$ cat src/rtl/exc_pkg.sv
package exc_pkg;
    localparam int CAUSE_W = 4;

    typedef enum logic [CAUSE_W-1:0] {
        C_NONE       = 4'd0,
        C_IF_PAGE    = 4'd1,
        C_IF_ALIGN   = 4'd2,
        C_IF_PROT    = 4'd3,
        C_ID_ILLEGAL = 4'd4,
        C_EX_ARITH   = 4'd5,
        C_MEM_PAGE   = 4'd6,
        C_MEM_ALIGN  = 4'd7,
        C_MEM_PROT   = 4'd8,
        C_MEM_ERR    = 4'd9,
        C_IRQ        = 4'd10
    } cause_e;

    typedef enum logic {
        ST_RUN,
        ST_ARMED
    } ctl_state_e;
endpackage

$ cat src/rtl/exc_cause_enc.sv
module exc_cause_enc
    import exc_pkg::*;
#(
    parameter int N    = 1,
    parameter int BASE = 1
) (
    input  logic [N-1:0]         hit_i,
    output logic [CAUSE_W-1:0]   code_o
);
    // lowest set bit wins: scan downward so the last write is the lowest
    always_comb begin
        code_o = '0;
        for (int i = N - 1; i >= 0; i--) begin
            if (hit_i[i]) code_o = CAUSE_W'(BASE + i);
        end
    end
endmodule

$ cat src/rtl/exc_slot.sv
module exc_slot
    import exc_pkg::*;
#(
    parameter int PC_W = 32
) (
    input  logic                 clk,
    input  logic                 rst_n,
    input  logic                 flush_i,
    input  logic                 v_i,
    input  logic [PC_W-1:0]      pc_i,
    input  logic [CAUSE_W-1:0]   code_i,
    input  logic [CAUSE_W-1:0]   local_i,
    output logic                 v_o,
    output logic [PC_W-1:0]      pc_o,
    output logic [CAUSE_W-1:0]   code_o
);
    logic                v_q;
    logic [PC_W-1:0]     pc_q;
    logic [CAUSE_W-1:0]  code_q;

    always_ff @(posedge clk) begin
        if (!rst_n || flush_i) begin
            v_q    <= 1'b0;
            pc_q   <= '0;
            code_q <= '0;
        end else begin
            v_q    <= v_i;
            pc_q   <= pc_i;
            code_q <= v_i ? code_i : '0;
        end
    end

    // first fault sticks; an empty slot drops its stage's fault
    always_comb begin
        v_o  = v_q;
        pc_o = pc_q;
        if (!v_q)
            code_o = '0;
        else if (code_q == '0)
            code_o = local_i;
        else
            code_o = code_q;
    end
endmodule

$ cat src/rtl/exc_precise_ctrl.sv
module exc_precise_ctrl
    import exc_pkg::*;
#(
    parameter int PC_W = 32
) (
    input  logic                 clk,
    input  logic                 rst_n,
    input  logic                 if_valid_i,
    input  logic [PC_W-1:0]      if_pc_i,
    input  logic [2:0]           if_fault_i,
    input  logic                 id_illegal_i,
    input  logic                 ex_arith_i,
    input  logic [3:0]           mem_fault_i,
    input  logic                 irq_i,
    input  logic [PC_W-1:0]      vector_i,
    output logic                 reg_wr_inhibit_o,
    output logic                 mem_wr_inhibit_o,
    output logic [3:0]           flush_o,
    output logic                 redirect_o,
    output logic [PC_W-1:0]      redirect_pc_o,
    output logic [PC_W-1:0]      epc_o,
    output logic [CAUSE_W-1:0]   cause_o
);
    localparam int NSLOT  = 4;           // decode, execute, memory, write-back
    localparam int WB_IX  = NSLOT - 1;
    localparam int MEM_IX = NSLOT - 2;

    ctl_state_e state_q, state_d;

    logic [CAUSE_W-1:0] if_code, id_code, ex_code, mem_code;
    logic               commit, inject, arm;

    logic                in_v    [NSLOT];
    logic [PC_W-1:0]     in_pc   [NSLOT];
    logic [CAUSE_W-1:0]  in_code [NSLOT];
    logic [CAUSE_W-1:0]  loc     [NSLOT];
    logic                eff_v   [NSLOT];
    logic [PC_W-1:0]     eff_pc  [NSLOT];
    logic [CAUSE_W-1:0]  eff_code[NSLOT];

    exc_cause_enc #(.N(3), .BASE(1)) u_enc_if  (.hit_i(if_fault_i),   .code_o(if_code));
    exc_cause_enc #(.N(1), .BASE(4)) u_enc_id  (.hit_i(id_illegal_i), .code_o(id_code));
    exc_cause_enc #(.N(1), .BASE(5)) u_enc_ex  (.hit_i(ex_arith_i),   .code_o(ex_code));
    exc_cause_enc #(.N(4), .BASE(6)) u_enc_mem (.hit_i(mem_fault_i),  .code_o(mem_code));

    assign commit = eff_v[WB_IX] && (eff_code[WB_IX] != '0);
    assign inject = irq_i && (state_q == ST_RUN) && !commit;

    // record entering decode, and the hand-off chain between slots
    always_comb begin
        in_v[0]    = !commit && (if_valid_i || inject);
        in_pc[0]   = if_pc_i;
        if (commit)
            in_code[0] = '0;
        else if (inject)
            in_code[0] = C_IRQ;
        else if (if_valid_i)
            in_code[0] = if_code;
        else
            in_code[0] = '0;
        for (int k = 1; k < NSLOT; k++) begin
            in_v[k]    = eff_v[k-1];
            in_pc[k]   = eff_pc[k-1];
            in_code[k] = eff_code[k-1];
        end
        loc[0]     = id_code;
        loc[1]     = ex_code;
        loc[2]     = mem_code;
        loc[WB_IX] = '0;
    end

    for (genvar g = 0; g < NSLOT; g++) begin : g_slot
        exc_slot #(.PC_W(PC_W)) u_slot (
            .clk     (clk),
            .rst_n   (rst_n),
            .flush_i (commit),
            .v_i     (in_v[g]),
            .pc_i    (in_pc[g]),
            .code_i  (in_code[g]),
            .local_i (loc[g]),
            .v_o     (eff_v[g]),
            .pc_o    (eff_pc[g]),
            .code_o  (eff_code[g])
        );
    end

    always_comb begin
        arm = (in_v[0] && in_code[0] != '0);
        for (int k = 0; k < WB_IX; k++) begin
            if (eff_code[k] != '0) arm = 1'b1;
        end
    end

    // state register
    always_ff @(posedge clk) begin
        if (!rst_n) state_q <= ST_RUN;
        else        state_q <= state_d;
    end

    always_comb begin
        state_d = state_q;
        unique case (state_q)
            ST_RUN:   if (arm)    state_d = ST_ARMED;
            ST_ARMED: if (commit) state_d = ST_RUN;
            default:              state_d = ST_RUN;
        endcase
    end

    always_ff @(posedge clk) begin
        if (!rst_n) begin
            epc_o   <= '0;
            cause_o <= '0;
        end else if (commit) begin
            epc_o   <= eff_pc[WB_IX];
            cause_o <= eff_code[WB_IX];
        end
    end

    // outputs
    always_comb begin
        redirect_o       = commit;
        redirect_pc_o    = commit ? vector_i : '0;
        flush_o          = commit ? '1 : {3'b000, inject};
        reg_wr_inhibit_o = commit;
        mem_wr_inhibit_o = commit || (eff_code[MEM_IX] != '0);
    end
endmodule

$ cat config.mk
export PLATFORM = sky130hd
export DESIGN_NAME = exc_precise_ctrl
export DESIGN_NICKNAME = d
export VERILOG_FILES = /design/src/rtl/exc_pkg.sv /design/src/rtl/exc_cause_enc.sv /design/src/rtl/exc_slot.sv /design/src/rtl/exc_precise_ctrl.sv
export SDC_FILE = /design/constraint.sdc
export NUM_CORES = 1
export LEC_CHECK = 0
export ABC_AREA = 0
export ABC_CLOCK_PERIOD_IN_PS = 5000
export CAP_MARGIN = 20
export CORE_MARGIN = 1.5
export CORE_UTILIZATION = 53
export DETAILED_ROUTE_END_ITERATION = 12
export PLACE_DENSITY = 0.83
export SETUP_SLACK_MARGIN = 0.05
export SLEW_MARGIN = 20
export SYNTH_ARGS = -nofsm -noshare
export SYNTH_HDL_FRONTEND = slang
export SYNTH_HIERARCHICAL = 1
export SYNTH_SLANG_ARGS = --single-unit
$ cat constraint.sdc
create_clock -name clk -period 5 [get_ports clk]
set_input_delay 1 -clock clk [delete_from_list [all_inputs] [get_ports clk]]
set_output_delay 1 -clock clk [all_outputs]
set_load 0.05 [all_outputs]
### Yosys cells after proc, flatten, opt, wreduce, memory -nomap -nowiden

Index checks and enable logic that the tools add are counted.

* multiplexer cells: 28
* bitwise operators: 5
* reduce and logical (&&, ||, !) cells: 23

Operators with widths (count)
* $mux 4: 16
* $mux 32: 1
* $reduce_bool 4->1: 5
* $logic_not 4->1: 4
* $reduce_or 2->1: 4
* $mux 2: 3
* $mux 3: 2
* $logic_and 1x1->1: 5
* $mux 1: 5
* $not 1->1: 5
* $logic_or 1x1->1: 3
* $logic_not 1->1: 2
* $pmux 1 s2: 1

* register bits after elaboration: 185
* input port bits: 77
* output and inout bits: 75
* word-level logic and storage cells: 71

### Depth between registers and ports, before layout

* depth in word-level cells: 16
* mapped depth: 9
* gate-level depth less buffers: 7

### Modules after synthesis

The synthesis kept the hierarchy.

Modules (own cells, without submodules)
* exc_slot: times used 4, cells each 87, area an instance 1168.6 µm², sequential area each 740.7 µm²
* exc_precise_ctrl: times used 1, cells each 216, area an instance 1737.9 µm², sequential area each 740.7 µm²
* exc_cause_enc (u_enc_ex ...): times used 2, cells each 5, area an instance 33.8 µm², sequential area each 0.0 µm²
* exc_cause_enc (u_enc_mem): times used 1, cells each 7, area an instance 41.3 µm², sequential area each 0.0 µm²
* exc_cause_enc (u_enc_if): times used 1, cells each 7, area an instance 37.5 µm², sequential area each 0.0 µm²

### Worst setup path before layout

Ideal clock, no wire load.

* path type: register -> output
* start point: reg g_slot[3].u_slot.v_q
* end point: out redirect_pc_o[22]
* data arrival time: 2.356 ns
* data required time: 4.000 ns
* setup slack: 1.644 ns
* stages on the path, launching flop included: 6
* path buffers: 1
* cell sequence: dfxtp_1 > o21a_1 > o41ai_4 > inv_2 > clkbuf_1 > and2_1

RTL lines
* from (decl): RTL line exc_slot.sv:17 `logic v_q;`
* from (signal assigned): RTL line exc_slot.sv:27 `v_q <= v_i;`
* to (decl): RTL line exc_precise_ctrl.sv:20 `output logic [PC_W-1:0] redirect_pc_o,`

==> impl_metrics.tcl <==
set metrics [dict create \
    syn_area_mm2 0.00656 \
    crit_fanout 3 \
    clkTransAtPathRegs_ns 0.06 \
    die_w_um 114 \
    placedCellCount 872 \
    nNetsFinal 800 \
    drc 0 \
    synthCells 588 \
    initial_core_util_pct 54.4 \
    fin_cells 903 \
    postRouteAntennaNets 0 \
    crit_path_cell_trace "clkdlybuf4s50_1 > or2_4 > nor4b_1 > o21a_1 > nor4_1 > nand2_1 > clkdlybuf4s50_1" \
    synth_area_per_cell_um2 11.2 \
    ys_types 35 \
    fin_skew_ns 0.00701 \
    hold_start "g_slot[0].u_slot/pc_o[23]$_SDFF_PP0_" \
    cts_tree "yes" \
    holdBufCountCts 0 \
    cts_buffer_depth 2 \
    ys.warnings.count 6 \
    power_frac_clock_pct 45.1 \
    min_to "g_slot[1].u_slot/pc_o[23]$_SDFF_PP0_" \
    layout-drive-gt1-share_pct 22.7 \
    synth_area_leader_cell "dfxtp_1" \
    fp.coreArea_mm2 0.0121 \
    hold_viol 0 \
    maxCapViolCount 0 \
    fin_util_pct 71.2 \
    die_h_um 114 \
    worst_ep_arrival_time_ns 3.35 \
    async_flop_share_pct 0 \
    synth.area.top_cells "dfxtp_1, and2_4, and2_1" \
    fin_hold_ws_ns 0.427 \
    layout_setup_ws_ns 0.646 \
    p_sw_share_pct 19.0 \
    crit_slowest_cell "clkdlybuf4s50_1" \
    hpwlAfterDp_um 7660 \
    final_area_mm2 0.00858 \
    max_freq_mhz 230 \
    min_period_ns 4.35 \
    timing.final.crit_share_pct 87.1 \
    cts_setup_buffers 0 \
    grt_setup_unrepaired "false" \
    multi_input_area_mm2 0.00246 \
    antenna-diode-count 0 \
    numClockSinks 185 \
    worstPathRequired_ns 4.00 \
    r2r_setup_slack_ns 2.22 \
    yosysMostFrequentCell "dfxtp_1" \
    clk_latency_ns 0.41 \
    crit_top_cell "clkdlybuf4s50_1" \
    seq_power_share_pct 49.2 \
    cts-root-buf "clkbuf_16" \
    cp_top_family "buffers and inverters" \
    grtUsageTotal_pct 18.2 \
    num_io_pins 152 \
    viasPerCell 4.58 \
    initialDrtViolationCount 176 \
    power_mw 3.11 \
    ys_seq_area_share_pct 56.5 \
    place.gp.congestion 0.763 \
    hold_depth 1 \
    regArea_mm2 0.00370 \
    synth-edff-count 0 \
    ys_ff_latch 185 \
    p_switching_mw 0.591 \
    antenna_found_initial 0 \
    route.vias.total 4134 \
    htree_levels 4 \
    hp-class "register to register" \
    cts_resized 0 \
    firstDrtPassIters 4 \
    worst-path-buf-inv 2 \
    synthAdderAreaFrac_pct 0 \
    peakVddDrop_uv 221 \
    pwr_density_cell_mw_per_mm2 362 \
    r2r-end "g_slot[2].u_slot/code_q[2]$_SDFF_PP0_" \
    final.setup.tns_ns 0 \
    rows 40 \
    synth_top_area_share_pct 56.5 \
    finalMaxSlewViolations 0 \
    wire_per_inst_um 12.4 \
    grt_pass1_vias 4031 \
    worstSetupStartpointType "primary input" \
    relSlewSlack_pct 32.9 \
    synth-compound-area-share_pct 6.87 \
    p_int_mw 2.52 \
    worst_slew_pin_slew_ns 1.01 \
    end_kind "output port" \
    pwr-share-comb_pct 5.7 \
    synth_top_family_by_area "simple AND/OR/NAND/NOR gates" \
    die-area_mm2 0.0131 \
    synth_commonest_cells "dfxtp_1, and2_4, nand2_1" \
    reg2reg_from "g_slot[3].u_slot/v_o$_SDFF_PP0_" \
    max_stage_delay_ns 0.71 \
    synthXorXnorAreaFrac_pct 0 \
    yosys-mux-area-fraction_pct 0 \
    grt_max_degree 68 \
    synthFlopType "dfxtp_1" \
    worstSetupPathType "primary input to output port" \
    numCtsBuffers 17 \
    numPortBuffers 151 \
    dp_slack_ns 0.706 \
    routed_wirelength_um 11200 \
    fillers 902 \
    overflow 0 \
    finalSetupViolations 0 \
    grt_pass1_wl_um 18500 \
    placed_cell_area_mm2 0.00794 \
    status "complete, no violations" \
    p_leak_nw 3.46 \
    area_delta_synth_final_pct 30.9 \
    r2r_cells 6 \
    yosys.area_share.simple_pct 30.1 \
]
==> power by group through the flow <==
| stage | sequential [mW] | combinational, mW | clock (mW) |
|---|---|---|---|
| after floorplan | 1.56 | 0.118 | 0 |
| after global placement | 1.56 | 0.172 | 0 |
| after detailed placement | 1.56 | 0.176 | 0 |
| after CTS | 1.53 | 0.177 | 1.43 |
| after global routing | 1.53 | 0.191 | 1.50 |
| final | 1.53 | 0.177 | 1.40 |
==> kinds of logic after synthesis <==
logic type             count (synthesis)
AOI/OAI and AO/OA                     58
DFF                                  185
other                                  4
buffers and inverters                 51
and+or+nand+nor                      290
==> flip-flops by register name, summed over array words and instances, names as in the netlist <==
name                  count
g_slot.u_slot/v_o         4
g_slot.u_slot/pc_o      128
epc_o                    32
cause_o                   4
state_q                   1
g_slot.u_slot/code_q     16
==> metal layers <==
layer	GRT usage, %	up-vias	share of wire, %
met5	0	-	0
li1	-	2115	-
met4	7.58	0	1.4
met1	20.7	1873	44
met2	32.2	134	49
met3	5.24	12	5.9
==> layout make-up <==
type	instances	share of cell area, %
sequential	185	43.1
multi-input combinational	359	28.7
timing repair buffer	155	18.0
clock buffer	21	5.60
tap	168	2.45
clock inverter	10	1.94
inverter	5	0.219
==> cell usage in the layout (no fill, tap or decap), types with 3 or more instances in the layout <==
| cell type | count |
|---|---|
| o21a_1 | 16 |
| nor4b_1 | 16 |
| conb_1 | 11 |
| buf_4 | 4 |
| nand2_1 | 66 |
| inv_1 | 4 |
| and2_4 | 96 |
| a21boi_1 | 29 |
| nor2_1 | 9 |
| dfxtp_1 | 185 |
| clkbuf_8 | 4 |
| nor2b_4 | 4 |
| clkinvlp_4 | 5 |
| nor2b_1 | 5 |
| and2_1 | 56 |
| bufinv_16 | 4 |
| clkdlybuf4s50_1 | 151 |
| clkbuf_16 | 17 |
| and3_2 | 16 |
| and2_2 | 12 |
| a22oi_1 | 4 |
| a21boi_0 | 3 |
==> how the worst max path moves through the flow <==
| stage | start | endpoint | slack (ns) | cells past startpoint |
|---|---|---|---|---|
| after floorplan | g_slot[3].u_slot/v_o$_SDFF_PP0_ | redirect_pc_o[22] | 1.64 | 5 |
| after global placement | mem_fault_i[0] | mem_wr_inhibit_o | 0.83 | 7 |
| after detailed placement | mem_fault_i[0] | mem_wr_inhibit_o | 0.71 | 7 |
| after CTS | mem_fault_i[0] | mem_wr_inhibit_o | 0.70 | 7 |
| after global routing | mem_fault_i[0] | mem_wr_inhibit_o | 0.56 | 7 |
| final | mem_fault_i[0] | mem_wr_inhibit_o | 0.65 | 7 |
Power figures use the tool's default switching activity.
